$ cat src/rtl/pmc_pkg.sv
package pmc_pkg;
  typedef logic [1:0] width_code_t;

  localparam int unsigned MS_W = 5;
  localparam width_code_t DEF_CODE = 2'd3;

  function automatic logic [MS_W-1:0] code_to_ms(input width_code_t c);
    case (c)
      2'd0:    return MS_W'(1);
      2'd1:    return MS_W'(5);
      2'd2:    return MS_W'(10);
      default: return MS_W'(20);
    endcase
  endfunction
endpackage

$ cat src/rtl/pmc_chg.sv
module pmc_chg #(
  parameter int unsigned W = 8
) (
  input  logic         clk,
  input  logic         rst_n,
  input  logic [W-1:0] din,
  output logic         chg
);
  logic [W-1:0] prev_q;

  always_ff @(posedge clk or negedge rst_n) begin
    if (!rst_n) prev_q <= '0;
    else        prev_q <= din;
  end

  assign chg = (din != prev_q);
endmodule

$ cat src/rtl/pmc_pulse.sv
module pmc_pulse #(
  parameter int unsigned TICK_DIV = 50000,
  parameter int unsigned MS_W     = 5
) (
  input  logic            clk,
  input  logic            rst_n,
  input  logic            start,
  input  logic            abort,
  input  logic [MS_W-1:0] load_ms,
  output logic            active
);
  localparam int unsigned PRE_W = (TICK_DIV > 1) ? $clog2(TICK_DIV) : 1;
  localparam logic [PRE_W-1:0] PRE_LAST = PRE_W'(TICK_DIV - 1);

  logic [PRE_W-1:0] pre_q, pre_n;
  logic [MS_W-1:0]  ms_q, ms_n;
  logic             act_q, act_n;

  always_comb begin
    pre_n = pre_q;
    ms_n  = ms_q;
    act_n = act_q;
    if (abort) begin
      act_n = 1'b0;
      pre_n = '0;
      ms_n  = '0;
    end else if (start) begin
      act_n = 1'b1;
      pre_n = '0;
      ms_n  = load_ms;
    end else if (act_q) begin
      if (pre_q == PRE_LAST) begin
        pre_n = '0;
        if (ms_q == MS_W'(1)) begin
          act_n = 1'b0;
          ms_n  = '0;
        end else begin
          ms_n = ms_q - MS_W'(1);
        end
      end else begin
        pre_n = pre_q + PRE_W'(1);
      end
    end
  end

  always_ff @(posedge clk or negedge rst_n) begin
    if (!rst_n) begin
      pre_q <= '0;
      ms_q  <= '0;
      act_q <= 1'b0;
    end else begin
      pre_q <= pre_n;
      ms_q  <= ms_n;
      act_q <= act_n;
    end
  end

  assign active = act_q;
endmodule

$ cat src/rtl/pmc_strikes.sv
module pmc_strikes #(
  parameter int unsigned STRIKES = 5
) (
  input  logic clk,
  input  logic rst_n,
  input  logic en,
  input  logic clr,
  input  logic kick,
  input  logic miss,
  output logic last
);
  localparam int unsigned CW = $clog2(STRIKES + 1);
  localparam logic [CW-1:0] CNT_LAST = CW'(STRIKES - 1);

  logic [CW-1:0] cnt_q, cnt_n;

  assign last = en && miss && !kick && (cnt_q == CNT_LAST);

  always_comb begin
    cnt_n = cnt_q;
    if (clr || !en)    cnt_n = '0;
    else if (kick)     cnt_n = '0;
    else if (last)     cnt_n = '0;
    else if (miss)     cnt_n = cnt_q + CW'(1);
  end

  always_ff @(posedge clk or negedge rst_n) begin
    if (!rst_n) cnt_q <= '0;
    else        cnt_q <= cnt_n;
  end
endmodule

$ cat src/rtl/pwr_mode_ctrl.sv
module pwr_mode_ctrl
  import pmc_pkg::*;
#(
  parameter int unsigned PORT_W   = 8,
  parameter int unsigned TICK_DIV = 50000,
  parameter int unsigned STRIKES  = 5
) (
  input  logic              clk,
  input  logic              rst_n,
  input  logic [PORT_W-1:0] port_in,
  input  logic              imp_det,
  input  logic              dev_rst,
  input  logic              alarm,
  input  logic              uv_evt,
  input  logic              osc_fault,
  input  logic              wd_kick,
  input  logic              wd_miss,
  input  logic              ext_rst,
  input  logic              bus_miss,
  input  logic              read_miss,
  input  logic              cmd_wr,
  input  logic [3:0]        cmd_ctrl,
  input  logic              cmd_en_rst,
  output logic              on_off,
  output logic              rst_pulse,
  output logic              bus_clr,
  output logic              run_mode,
  output logic              in_locked
);
  logic        run_q, run_n;
  logic        on_q, on_n;
  logic        lock_q, lock_n;
  logic        clr_q;
  width_code_t width_q, width_n;
  logic        start, go_sb, chg, strike_last, pulse_act;

  pmc_chg #(.W(PORT_W)) u_chg (
    .clk(clk), .rst_n(rst_n), .din(port_in), .chg(chg)
  );

  pmc_strikes #(.STRIKES(STRIKES)) u_strk (
    .clk(clk), .rst_n(rst_n), .en(run_q), .clr(go_sb),
    .kick(wd_kick), .miss(wd_miss), .last(strike_last)
  );

  pmc_pulse #(.TICK_DIV(TICK_DIV), .MS_W(MS_W)) u_pulse (
    .clk(clk), .rst_n(rst_n), .start(start), .abort(go_sb),
    .load_ms(code_to_ms(width_n)), .active(pulse_act)
  );

  always_comb begin
    run_n   = run_q;
    on_n    = on_q;
    lock_n  = lock_q;
    width_n = width_q;
    start   = 1'b0;
    go_sb   = 1'b0;
    if (!run_q) begin
      if (alarm || dev_rst || chg || imp_det || osc_fault) begin
        run_n  = 1'b1;
        on_n   = 1'b1;
        lock_n = 1'b1;
        start  = 1'b1;
      end
    end else begin
      go_sb = strike_last || (!lock_q && read_miss) || (cmd_wr && cmd_ctrl[0]);
      if (go_sb) begin
        run_n  = 1'b0;
        on_n   = 1'b0;
        lock_n = 1'b0;
      end else begin
        if (cmd_wr) begin
          on_n    = cmd_ctrl[1];
          width_n = cmd_ctrl[3:2];
        end
        if (uv_evt)     on_n   = 1'b1;
        if (cmd_en_rst) lock_n = 1'b0;
        if (wd_miss || (!lock_q && (osc_fault || bus_miss || ext_rst))) begin
          start  = 1'b1;
          lock_n = 1'b1;
          on_n   = 1'b1;
        end
      end
    end
  end

  always_ff @(posedge clk or negedge rst_n) begin
    if (!rst_n) begin
      run_q   <= 1'b0;
      on_q    <= 1'b0;
      lock_q  <= 1'b0;
      width_q <= DEF_CODE;
      clr_q   <= 1'b0;
    end else begin
      run_q   <= run_n;
      on_q    <= on_n;
      lock_q  <= lock_n;
      width_q <= width_n;
      clr_q   <= start;
    end
  end

  assign on_off    = on_q;
  assign rst_pulse = pulse_act;
  assign bus_clr   = clr_q;
  assign run_mode  = run_q;
  assign in_locked = lock_q;
endmodule

$ cat config.mk
export PLATFORM = sky130hd
export DESIGN_NAME = pwr_mode_ctrl
export DESIGN_NICKNAME = d
export VERILOG_FILES = /design/src/rtl/pmc_pkg.sv /design/src/rtl/pmc_chg.sv /design/src/rtl/pmc_pulse.sv /design/src/rtl/pmc_strikes.sv /design/src/rtl/pwr_mode_ctrl.sv
export SDC_FILE = /design/constraint.sdc
export NUM_CORES = 1
export LEC_CHECK = 0
export BUFFER_PORTS_ARGS = -buffer_cell sky130_fd_sc_hd__buf_4
export CORE_ASPECT_RATIO = 0.75
export CORE_MARGIN = 5
export CORE_UTILIZATION = 45
export DETAILED_ROUTE_END_ITERATION = 16
export PLACE_DENSITY_LB_ADDON = 0.05
export SYNTH_ARGS = -nofsm -noshare
export SYNTH_HDL_FRONTEND = slang
export SYNTH_SLANG_ARGS = --single-unit
$ cat constraint.sdc
create_clock -name clk -period 2.5 [get_ports clk]
set_input_delay 0.25 -clock clk [delete_from_list [all_inputs] [get_ports clk]]
set_output_delay 0.25 -clock clk [all_outputs]
set_load 0.005 [all_outputs]
== Yosys cells after proc, flatten, opt, wreduce, memory -nomap -nowiden ==
Cells that the tools add are included.
W data, S select, Z words.
Word-level totals
  output and inout port bits: 5
  word-level logic and storage cells: 87
  input port bits: 26
  bits in registers: 39
Cells by class
  equal/unequal tests: 8
  $add $sub $neg: 3
  reduce and logical (&&, ||, !) cells: 27
  multiplexer cells: 39
Operator list (count)
  $mux W16: 4
  $mux W5: 5
  $mux W1: 22
  $add A16 B1 Y16 const B: 1
  $eq A16 B16 Y1 const B: 1
  $pmux W5 S3: 1
  $mux W3: 4
  $logic_or A1 B1 Y1: 10
  $ne A8 B8 Y1: 1
  $logic_and A1 B1 Y1: 6
  $mux W2: 3
  $reduce_and A2 Y1: 3
  $reduce_bool A3 Y1: 2
  $eq A5 B1 Y1 const B: 1
  $ne A5 B3 Y1 const B: 1
  $sub A5 B1 Y5 const B: 1
  $ne A4 B2 Y1 const B: 1
  $reduce_bool A4 Y1: 1
  $add A3 B1 Y3 const B: 1
  $eq A3 B3 Y1 const B: 1
  $logic_not A1 Y1: 3
  $eq A2 B1 Y1 const B: 1
  $eq A2 B2 Y1 const B: 1
  $logic_not A2 Y1: 1
  $reduce_bool A2 Y1: 1

== Longest topological paths before layout ==
Gate-level depths: netlist of the first run.
  depth in word-level cells: 11
  mapped depth: 11
  mapped depth without buffers: 8

== Hierarchy ==
From an unflattened synthesis of the first run, not the netlist that was laid out.
Second synthesis, totals
  cell total of the unflattened synthesis: 219
  area total of the unflattened synthesis: 2187.1 µm²
By module, submodules not included
  pmc_pulse: area each 1346.3 µm², sequential area each 550.5 µm², instances 1, cells each 142
  pwr_mode_ctrl: area each 364.1 µm², sequential area each 152.6 µm², instances 1, cells each 39
  pmc_chg: area each 286.5 µm², sequential area each 200.2 µm², instances 1, cells each 19
  pmc_strikes: area each 190.2 µm², sequential area each 75.1 µm², instances 1, cells each 19

== Least setup slack after synthesis of the first run ==
No wires, ideal clock.
  kind: register to register
  start point: register u_pulse.pre_q[7]
  end point: register u_pulse.ms_q[3]
  path buffers: 1
  cell stages (with the launch flop): 8
  clock period less this slack: 2.251 ns
  slack: 0.249 ns
  arrival time: 2.133 ns
  setup time: 0.118 ns
  cell sequence: dfrtp_1 buf_6 or4b_4 or4_4 nor4_2 mux2_1 nand2_1 a21oi_2
On the way
  cells in the longest elaborated chain, start to end: 3
RTL lines
  from (decl): line pmc_pulse.sv:15  | logic [PRE_W-1:0] pre_q, pre_n;
  from (signal assigned): line pmc_pulse.sv:52  | pre_q <= pre_n;
  $eq A16 B16 Y1: line pmc_pulse.sv:32  | if (pre_q == PRE_LAST) begin
  $reduce_bool A3 Y1 (no line)
  $reduce_and A2 Y1 (no line)
  to (signal assigned): line pmc_pulse.sv:53  | ms_q <= ms_n;
  to (decl): line pmc_pulse.sv:16  | logic [MS_W-1:0] ms_q, ms_n;
No other way between the ends.
A chain may end at the register's enable or synchronous reset.

== Worst setup path in the final report of the first run ==
  start point: register u_pulse.pre_q[13]
  end point: register u_pulse.ms_q[3]
Same word-level chain as after synthesis.

==> impl_results.md, run 1 <==
* Remaining global-route overflow at 0
* Overall power after layout at 1.631 mW
* Peak per-stage delay on the critical path at 0.57 ns
* Maximum root-to-sink buffer count at 2
* Transition at the pin with the smallest max-transition slack at 0.5043 ns
* End of the worst hold path: u_chg.prev_q[7]
* Sum of negative setup slack at 0 ns
* Worst vdd ir at 0.2757 mV
* Count of nets after finishing at 291
* Top achievable clock speed at 437.8 MHz
* Post-CTS Resized at 0
* Overall global routing resource usage at 15.77%
* Count of cells along the worst register-to-register path at 6
* Core region area at 0.004493 mm²
* Worst hold slack at 0.06942 ns
* Most used flip-flop cell after synthesis: dfrtp_1
* Clk Latency, worst-skew pair at 0.30 ns
* Initial antenna violation count at 0
* Initial Util at 47.03%
* Total placed cells including tap cells at 309
* Maximum number of pins on one net before global-route repair at 40
* PD cells at 642.5 mW/mm²
* Number of nets still failing antenna checks after routing at 0
* Cells along the critical path: or4b_4 > or4_4 > nor4_2 > mux2_1 > nand2_1 > a21oi_2
* Count of maximum capacitance violations at 0
* Fraction of final layout cells with drive strength greater than 1 at 25.29%
* Worst Setup Path Type: reg2reg
* Filler cell count in the final layout at 412
* Gate count of the mapped netlist at 218
* Via count of the first global-routing pass at 1595
* Slew headroom at 65.51%
* Top fanout value on the critical path at 3
* Last weighted congestion value of the routability-driven placer at 0.8322
* Iteration count of the initial detailed-routing pass at 4
* Post-layout worst setup margin at 0.2157 ns
* Synth-to-Final Area Change at 20.13%
* Proportion of synthesized chip area in sequential cells at 46.30%
* Launch instance of the worst register-to-register path: u_pulse.pre_q[13]
* Buffers added on ports at 30
* DR iter-0 viols at 83
* Data arrival time of the critical path at 2.47 ns
* R2R Setup Slk at 0.22 ns
* Detail-routed net length per standard cell at 13.81 µm
* Number of enable-type register cells in the synthesized netlist at 0
* Result of the run: finished clean
* Worst hold path startpoint: port_in[7]
* Wire length of the first global-routing pass at 7.638 mm
* Clock tree from TritonCTS: built
* Die area at 0.006181 mm²
* Final hold violation count at 0
* Critical Path Source Type: flip-flop
* Final std cell area, no fill at 0.002539 mm²
* Minimum clock period after layout at 2.284 ns
* Final worst clock skew at 0.008445 ns
* Post-Syn Nets at 249
* Total clock buffers created by CTS at 5
* Count of final max-slew check failures at 0
* #FFs+latches synth at 39
* CTS HTree Levels at 2
* Nature of the critical path endpoint: flip-flop
* Static power due to leakage at 1.063 nW
* Hold Crit Depth at 1
* Distinct cells, synth at 45
* Worst setup timing slack at the placement stage at 0.2307 ns
* Drc violations at 0
* Num rows at 21
* Mean instance size in the synthesized netlist at 9.694 µm²
* Tightest Hold Check Type: in2reg
* Number of top-level pins at 31
* Async set or reset register ratio after synthesis at 100.0%
* Horizontal die dimension at 89.13 µm
* Number of antenna diodes at 0
* Synth warn at 0
* Post-DR vias/cell at 5.145
* Reg clk slew, reported paths at 0.08 ns
* Routed WL at 4.392 mm
* Die span in y at 69.35 µm
* HPWL Detailed at 3.213 mm
* CP Data Required Time at 2.69 ns
* Utilization after layout at 56.50%
* Final setup violation count at 0
* Cell area after synthesis at 0.002113 mm²
* Slowest cell on crit path: or4b_4
* Routed vias at 1636
* Final period util at 91.37%
* Number of post-CTS setup repair buffers at 0
* Cell Count, Final, Fillers Out at 318
* End of the worst register-to-register path: u_pulse.ms_q[3]
* Sink count of the clock tree at 39
* Master cell of the clock root buffer: clkbuf_8
* Placement-stage cell area at 0.002445 mm²
* Setup repair after global routing missed its margin: no
==> cell families (layout without fill, tap and decap cells) <==
group	after synthesis	after routing	share of synthesized area (%)
and+or+nand+nor	100	100	25.70
DFF	39	39	46.30
AOI/OAI and AO/OA	35	35	10.42
xor gates and xnor gates	19	19	7.875
buffers and inverters	14	57	3.730
muxes	6	6	3.019
adders and majority gates	5	5	2.960
==> how the worst max path moves through the flow <==
stage / from / to / depth (start not counted)
4_1_cts: u_pulse.pre_q[13] / u_pulse.ms_q[3] / 6
2_1_floorplan: u_pulse.pre_q[7] / u_pulse.ms_q[3] / 7
3_5_place_dp: u_pulse.pre_q[13] / u_pulse.ms_q[3] / 6
6_report: u_pulse.pre_q[13] / u_pulse.ms_q[3] / 6
3_3_place_gp: u_pulse.pre_q[13] / u_pulse.ms_q[3] / 6
5_1_grt: u_pulse.pre_q[13] / u_pulse.ms_q[2] / 5
==> cell usage after synthesis, drive strengths merged, types with 2 or more instances <==
cell type,n,area share (%)
a211oi,4,1.4
a21oi,14,3.5
a311oi,2,0.83
and2,2,0.59
and3,4,1.2
and4,2,0.89
buf,4,2.0
clkbuf,3,0.53
dfrtp,37,44
dfstp,2,2.5
ha,5,3.0
inv,7,1.2
mux2,3,1.6
mux2i,3,1.4
nand2,23,4.1
nand2b,5,1.5
nand3,5,1.2
nand3b,3,1.1
nand4,3,0.89
nand4b,2,0.83
nor2,29,5.2
nor2b,2,0.59
nor3,5,1.2
nor4,4,2.1
o211ai,2,0.95
o21ai,8,1.9
o31ai,2,0.71
or2,2,0.59
or3,3,0.89
or4b,2,1.3
xnor2,17,7.0
xor2,2,0.83
==> layout by cell type (no fill, tap or decap), drive strengths merged, types with 3 or more instances in the layout <==
cell type	count
nand2b	5
nor2	29
nor4	4
inv	7
and3	4
ha	5
nor3	5
clkbuf	5
nand3b	3
mux2	3
a211oi	4
xnor2	17
clkinv	3
nand2	23
buf	41
a21oi	14
mux2i	3
o21ai	8
nand4	3
or3	3
dfrtp	37
nand3	5
==> registers in the layout, indices dropped and copies added, names as in the netlist <==
| name | count |
|---|---|
| in_locked | 1 |
| u_pulse.ms_q | 5 |
| bus_clr | 1 |
| width_q | 2 |
| u_pulse.active | 1 |
| u_pulse.pre_q | 16 |
| on_off | 1 |
| u_chg.prev_q | 8 |
| u_strk.cnt_q | 3 |
| run_mode | 1 |
==> worst max-delay path, delay by kind of cell (launching register included) <==
family	cells	cell delay, ns
DFF	1	0.41
AOI/OAI and AO/OA	1	0.05
and+or+nand+nor	4	1.36
muxes	1	0.34
==> layer usage <==
metal | GRT usage, % | vias to the layer above | part of all wire (%)
met5 | 0 | - | 0
met4 | 5.785 | 0 | 1.5
met3 | 3.919 | 6 | 5.1
met2 | 20.52 | 42 | 40
met1 | 24.66 | 752 | 54
li1 | - | 836 | -
==> repair_timing <==
action                                  CTS  global route
endpoints found under the hold margin    37             0
endpoints found under the setup margin    0             0
hold buffers                              1             0
==> power breakdown <==
group	total (mW)	internal, mW	switching [mW]
Sequential	0.779	0.714	0.0648
Clock	0.414	0.191	0.224
Combinational	0.438	0.212	0.226
Total	1.63	1.12	0.514
==> layout make-up <==
| type | instances | area (µm²) | area share [%] |
|---|---|---|---|
| sequential | 39 | 978.4 | 38.54 |
| multi-input combinational | 165 | 1061 | 41.79 |
| clock buffer | 5 | 68.82 | 2.711 |
| clock inverter | 3 | 15.01 | 0.5914 |
| tap | 57 | 71.32 | 2.809 |
| timing repair buffer | 42 | 317.8 | 12.52 |
| inverter | 7 | 26.28 | 1.035 |
No activity file was read; power rests on OpenSTA's default activity.
==> run 2, diff against run 1 <==
- ABC_AREA: unset -> 1
==> run 2 against run 1 <==
- clock power rose by 35%
- critical path type unchanged
- critical path depth rose by 7
- clock skew barely moved
- highest routed layer unchanged
- first-iteration DRC count rose by 82%
- total power rose by 19%
- die area rose by 15%
- area after synthesis rose by 17%
- worst hold slack barely moved
==> impl_results.md, run 2 <==
* Top achievable clock speed at 485.7 MHz
* Number of enable-type register cells in the synthesized netlist at 0
* Slew headroom at 66.46%
* PD cells at 672.5 mW/mm²
* Dominant cell by count in the synthesized netlist: nand2_1
* Final setup violation count at 0
* Number of antenna diodes at 0
* Result of the run: finished clean
* Setup repair after global routing missed its margin: no
* Static power due to leakage at 1.421 nW
* Fraction of final layout cells with drive strength greater than 1 at 18.96%
* Launch instance of the worst register-to-register path: u_strk.cnt_q[0]
* Remaining global-route overflow at 0
* Initial antenna violation count at 0
* Critical Path Source: u_strk.cnt_q[0]
* Core region area at 0.005353 mm²
* Minimum clock period after layout at 2.059 ns
* Top fanout value on the critical path at 21
* Register ranked first by flip-flop count: u_pulse.pre_q
* Initial Util at 46.26%
* Count of final max-slew check failures at 0
* Gate power share at 30.6%
* Placement-stage cell area at 0.002770 mm²
* Flip-flop count of the largest register after layout at 16
* Final hold violation count at 0
* Buffers added on ports at 30
* Clk Latency, worst-skew pair at 0.30 ns
* Synth warn at 0
* Total clock buffers created by CTS at 5
* Filler cell count in the final layout at 548
* Most frequent standard cell in the layout excluding fill and tap cells: nand2_1
* Maximum number of pins on one net before global-route repair at 40
* Number of top-level pins at 31
* Count of cells along the worst register-to-register path at 13
* Final period util at 82.35%
* Num rows at 23
* Count of nets after finishing at 394
* Last weighted congestion value of the routability-driven placer at 0.8876
* Master cell of the clock root buffer: clkbuf_8
* Overall power after layout at 1.949 mW
* DR iter-0 viols at 151
* Number of nets still failing antenna checks after routing at 0
* Synth top area share at 37.39%
* Mean instance size in the synthesized netlist at 7.526 µm²
* Cell area after synthesis at 0.002476 mm²
* Die span in y at 74.24 µm
* Number of gates on the worst path with buffers counted at 13
* CTS HTree Levels at 2
* Nature of the critical path endpoint: flip-flop
* Horizontal die dimension at 95.66 µm
* Buf/Inv on CP at 2
* R2R Setup Slk at 0.44 ns
* Count of maximum capacitance violations at 0
* Proportion of synthesized chip area in sequential cells at 39.51%
* Overall global routing resource usage at 17.16%
* Iteration count of the initial detailed-routing pass at 4
* Final std cell area, no fill at 0.002898 mm²
* Part of the power in registers at 40.8%
* Via count of the first global-routing pass at 1940
* Biggest area consumer among synthesized cells: dfrtp_1
* CP Data Required Time at 2.68 ns
* Switching power of the nets at 679.6 µW
* End of the worst register-to-register path: u_pulse.pre_q[13]
* Reg clk slew, reported paths at 0.08 ns
* Data arrival time of the critical path at 2.24 ns
* Peak per-stage delay on the critical path at 0.41 ns
* Die area at 0.007101 mm²
* Leading cell types by count after synthesis: nand2_1 (79), inv_1 (47), nor2_1 (40), dfrtp_1 (37), nand3_1 (23)
* Sum of negative setup slack at 0 ns
* Most used flip-flop cell after synthesis: dfrtp_1
* Drc violations at 0
* Detail-routed net length per standard cell at 12.52 µm
* Crit path max-delay family: simple AND/OR/NAND/NOR gates
* Gate count of the mapped netlist at 329
* Worst Setup Path Type: reg2reg
* Cell-internal power at 1.269 mW
* Cell mode on critical path: nand2_2
* Tightest Hold Check Type: in2reg
* Synth-to-Final Area Change at 17.03%
* Proportion of total power due to net switching at 34.88%
* Number of post-CTS setup repair buffers at 0
* Final worst clock skew at 0.008340 ns
* Transition at the pin with the smallest max-transition slack at 0.5031 ns
* Worst setup path end: u_pulse.pre_q[13]
* HPWL Detailed at 4.170 mm
* Cells along the critical path: inv_1 > ha_1 > nand3_2 > nor2_4 > nor2_4 > nand2_2 > nand2_2 > nand2_2 > nand2_4 > inv_4 > nand2_4 > nand2_1 > o21ai_0
* Post-Syn Nets at 360
* Routed vias at 2111
* Post-DR vias/cell at 4.809
* Clock Power Share at 28.6%
* Sink count of the clock tree at 39
* Routed WL at 5.496 mm
* Maximum root-to-sink buffer count at 2
* Async set or reset register ratio after synthesis at 100.0%
* Commonest cells after routing, fill and taps aside: nand2_1 (79), inv_1 (47), nor2_1 (40), dfrtp_1 (37), buf_4 (31)
* Wire length of the first global-routing pass at 9.411 mm
* Cells taking the most area after synthesis: dfrtp_1 (37%), nand2_1 (12%), inv_1 (7.1%)
* Critical Path Source Type: flip-flop
* Slowest cell on crit path: dfrtp_1
* Worst vdd ir at 0.3746 mV
* Clock tree from TritonCTS: built
* Biggest regs: u_pulse.pre_q x16, u_chg.prev_q x8, u_pulse.ms_q x5
* Distinct cells, synth at 32
* #FFs+latches synth at 39
==> run 2: cell count changes in the layout (fill, tap and decap cells not counted), moves of 10 or more <==
| cell | previous run | this run |
|---|---|---|
| xor2_1 | 2 | 14 |
| xnor2_1 | 17 | 2 |
| nand2_1 | 23 | 79 |
| inv_1 | 7 | 47 |
| buf_4 | 41 | 31 |
| nor2_1 | 29 | 40 |
| nand3_1 | 5 | 23 |
==> run 2: power by group through the flow <==
| stage | Clock [mW] | Sequential (mW) | Combinational, mW |
|---|---|---|---|
| finish | 0.557 | 0.795 | 0.596 |
| global route | 0.594 | 0.808 | 0.673 |
| CTS | 0.572 | 0.794 | 0.598 |
| detailed placement | 0 | 0.805 | 0.595 |
| global placement | 0 | 0.808 | 0.590 |
| floorplan | 0 | 0.793 | 0.424 |
==> run 2: worst min-delay path by stage <==
stage          cells past startpoint              end       start
2_1_floorplan                      0          bus_clr       rst_n
3_3_place_gp                       1  u_strk.cnt_q[0]       rst_n
3_5_place_dp                       1  u_strk.cnt_q[0]       rst_n
4_1_cts                            1  u_chg.prev_q[4]  port_in[4]
5_1_grt                            1  u_chg.prev_q[5]  port_in[5]
6_report                           1  u_chg.prev_q[2]  port_in[2]
==> run 2: worst register-to-register path: cells and delay by family (launching register included) <==
| family | cells | cell delay (ns) |
|---|---|---|
| AOI/OAI and AO/OA | 1 | 0.08 |
| adders and majority gates | 1 | 0.15 |
| buffers and inverters | 2 | 0.17 |
| DFF | 1 | 0.41 |
| and+or+nand+nor | 9 | 1.14 |
==> run 2: final cells by class <==
type / instances / area (µm²) / area share, %
clock buffer: 6 / 82.58 / 2.850
clock inverter: 2 / 35.03 / 1.209
inverter: 49 / 188.9 / 6.520
multi-input combinational: 236 / 1276 / 44.04
sequential: 39 / 978.4 / 33.77
tap: 75 / 93.84 / 3.238
timing repair buffer: 32 / 242.7 / 8.377
==> run 2: metal layers <==
metal  part of all wire, %  wire length (µm)  track usage, %  vias to the layer above
met5                     0                 0               0                        -
met4                  0.64                35           5.047                        0
met3                   5.3               289           3.640                        2
met2                    39              2117           22.57                       41
met1                    56              3053           27.59                      948
li1                      -                 -               -                     1120
==> run 2: through the flow <==
stage	util [%]	setup slack, ns	hold WS (ns)	cells
after global placement	51.75	0.4700	0.2668	430
final	54.14	0.4412	0.06945	439
after global routing	54.14	0.2322	0.06289	439
after CTS	54.14	0.4329	0.06550	439
after detailed placement	51.75	0.4398	0.2600	430
after floorplan	-	0.8705	-0.04559	329
==> run 2: kinds of logic after synthesis <==
logic type,synth area share (%)
AOI/OAI and AO/OA,8.338
xor gates and xnor gates,5.660
and+or+nand+nor,35.02
buffers and inverters,8.944
DFF,39.51
adders and majority gates,2.527
==> run 2: repair_timing <==
item,in CTS,in global routing
resized for setup,0,0
hold buffers,1,0
endpoints found under the hold margin,37,0
==> run 3, diff against run 2 <==
- clock period: 2.5 -> 2.1 ns (I/O delays scaled with it)
==> run 3 against run 2 <==
- flip-flop and latch count unchanged
- setup slack lost 0.20 ns
- first-iteration DRC count down 36%
- sequential power rose by 20%
- critical endpoint is now u_pulse.pre_q[7]
- largest cell class unchanged
- largest power group unchanged
==> impl_results.md, run 3 (synthesis results as in run 2) <==
* Gate power share at 30.9%
* Post-DR vias/cell at 4.776
* Fraction of final layout cells with drive strength greater than 1 at 19.62%
* Count of final max-slew check failures at 0
* Maximum root-to-sink buffer count at 2
* Final setup violation count at 0
* Final worst clock skew at 0.01337 ns
* Drc violations at 0
* Slew headroom at 65.89%
* Final hold violation count at 0
* Flip-flop count of the largest register after layout at 16
* Register ranked first by flip-flop count: u_pulse.pre_q
* Post-layout worst setup margin at 0.2418 ns
* Initial Util at 46.26%
* Commonest cells after routing, fill and taps aside: nand2_1 (79), inv_1 (47), nor2_1 (40), dfrtp_1 (37), buf_4 (34)
* Setup repair after global routing missed its margin: no
* Worst vdd ir at 0.3996 mV
* Buf/Inv on CP at 3
* Critical Path Source Type: flip-flop
* Horizontal die dimension at 95.66 µm
* Routed WL at 5.431 mm
* Wire length of the first global-routing pass at 9.715 mm
* Die span in y at 74.24 µm
* Cell-internal power at 1.519 mW
* Utilization after layout at 54.65%
* Crit path max-delay family: simple AND/OR/NAND/NOR gates
* Iteration count of the initial detailed-routing pass at 4
* Peak per-stage delay on the critical path at 0.39 ns
* Sequential Area at 978.4 µm²
* Overall global routing resource usage at 17.69%
* Num rows at 23
* Initial antenna violation count at 0
* Proportion of total power due to net switching at 34.50%
* Nature of the critical path endpoint: flip-flop
* Number of top-level pins at 31
* Die area at 0.007101 mm²
* Switching power of the nets at 800.3 µW
* Via count of the first global-routing pass at 2024
* Synth-to-Final Area Change at 18.14%
* Clock tree from TritonCTS: built
* Top achievable clock speed at 538.1 MHz
* Remaining global-route overflow at 0
* Buffers added on ports at 30
* Number of antenna diodes at 0
* Number of nets still failing antenna checks after routing at 0
* Cells along the critical path: inv_1 > ha_1 > nand3_2 > nor2_4 > nor2_4 > nor2_8 > inv_4 > nand2_4 > inv_4 > nand2_4 > nand2_1 > o21ai_2
* DR iter-0 viols at 96
* Data arrival time of the critical path at 2.04 ns
* Biggest regs: u_pulse.pre_q x16, u_chg.prev_q x8, u_pulse.ms_q x5
* Worst Setup Path Type: reg2reg
* Count of nets after finishing at 397
* Master cell of the clock root buffer: clkbuf_8
* Filler cell count in the final layout at 530
* Clock Power Share at 28.0%
* Reg clk slew, reported paths at 0.08 ns
* Clk Latency, worst-skew pair at 0.30 ns
* Transition at the pin with the smallest max-transition slack at 0.5116 ns
* Sum of negative setup slack at 0 ns
* Static power due to leakage at 1.438 nW
* CP Data Required Time at 2.29 ns
* PD cells at 792.9 mW/mm²
* Tightest Hold Check Type: in2reg
* CTS HTree Levels at 2
* Result of the run: finished clean
* Count of maximum capacitance violations at 0
* Part of the power in registers at 41.1%
* Most frequent standard cell in the layout excluding fill and tap cells: nand2_1
* Top fanout value on the critical path at 16
* Final period util at 88.49%
* Core region area at 0.005353 mm²
* Maximum number of pins on one net before global-route repair at 40
* Worst setup timing slack at the placement stage at 0.2082 ns
* Detail-routed net length per standard cell at 12.29 µm
* Total clock buffers created by CTS at 5
* Last weighted congestion value of the routability-driven placer at 0.8964
* Area occupied by multi-input gates at 0.001281 mm²
* Minimum clock period after layout at 1.858 ns
* HPWL Detailed at 4.027 mm
* Slowest cell on crit path: dfrtp_1
* Routed vias at 2111
* Sink count of the clock tree at 39
[run 3: cell types whose count changed in the layout (fill, tap and decap cells not counted)]
cell     change
buf_4        +3
nand2_2      -1
nand2_4      +1
[run 3: path summary, 6_finish.rpt]
check,start,to,slack [ns],cells past startpoint
worst max-delay path,u_strk.cnt_q[0],u_pulse.pre_q[7],0.24,12
worst min-delay path,port_in[1],u_chg.prev_q[1],0.03,1
worst max register to register,u_strk.cnt_q[0],u_pulse.pre_q[7],0.24,12
worst min register to register,on_off,on_off,0.50,2
max in group asynchronous,rst_n,width_q[0],1.31,2
min in group asynchronous,rst_n,u_strk.cnt_q[1],0.43,2
[run 3: power by group through the flow]
stage	clock (mW)	sequential, mW	combinational, mW
2_1_floorplan	0	0.944	0.505
3_3_place_gp	0	0.965	0.720
3_5_place_dp	0	0.967	0.710
4_1_cts	0.673	0.954	0.716
5_1_grt	0.711	0.969	0.823
6_report	0.650	0.954	0.716
[run 3: layout make-up]
| type | count | area share (%) |
|---|---|---|
| Multi-Input combinational cell | 236 | 43.80 |
| Sequential cell | 39 | 33.45 |
| Timing Repair Buffer | 35 | 9.068 |
| Clock buffer | 6 | 2.823 |
| Inverter | 49 | 6.458 |
| Clock inverter | 2 | 1.198 |
| Tap cell | 75 | 3.208 |
[run 3: per-stage QoR]
step	instance area [µm²]	instances	hold slack (ns)	total power, mW
finish	2925	442	0.03055	2.319
global route	2925	442	0.01886	2.503
CTS	2920	442	0.02198	2.343
detailed placement	2793	433	0.2201	1.676
global placement	2793	433	0.2197	1.684
floorplan	2476	329	-0.08559	1.449
[run 3: repair_timing]
action / 4_1_cts / 5_1_grt
setup endpoints to repair: 0 / 1
endpoints found under the hold margin: 37 / 0
hold buffers: 1 / 0
buffers inserted: 0 / 0
gates resized for setup: 0 / 1
[run 3: routing by layer]
metal | vias to the layer above | wire (µm) | share of wire [%] | track usage (%)
met4 | 0 | 40 | 0.74 | 5.994
li1 | 1124 | - | - | -
met2 | 39 | 2320 | 43 | 25.65
met3 | 2 | 275 | 5.1 | 3.741
met1 | 946 | 2795 | 51 | 26.19
met5 | - | 0 | 0 | 0
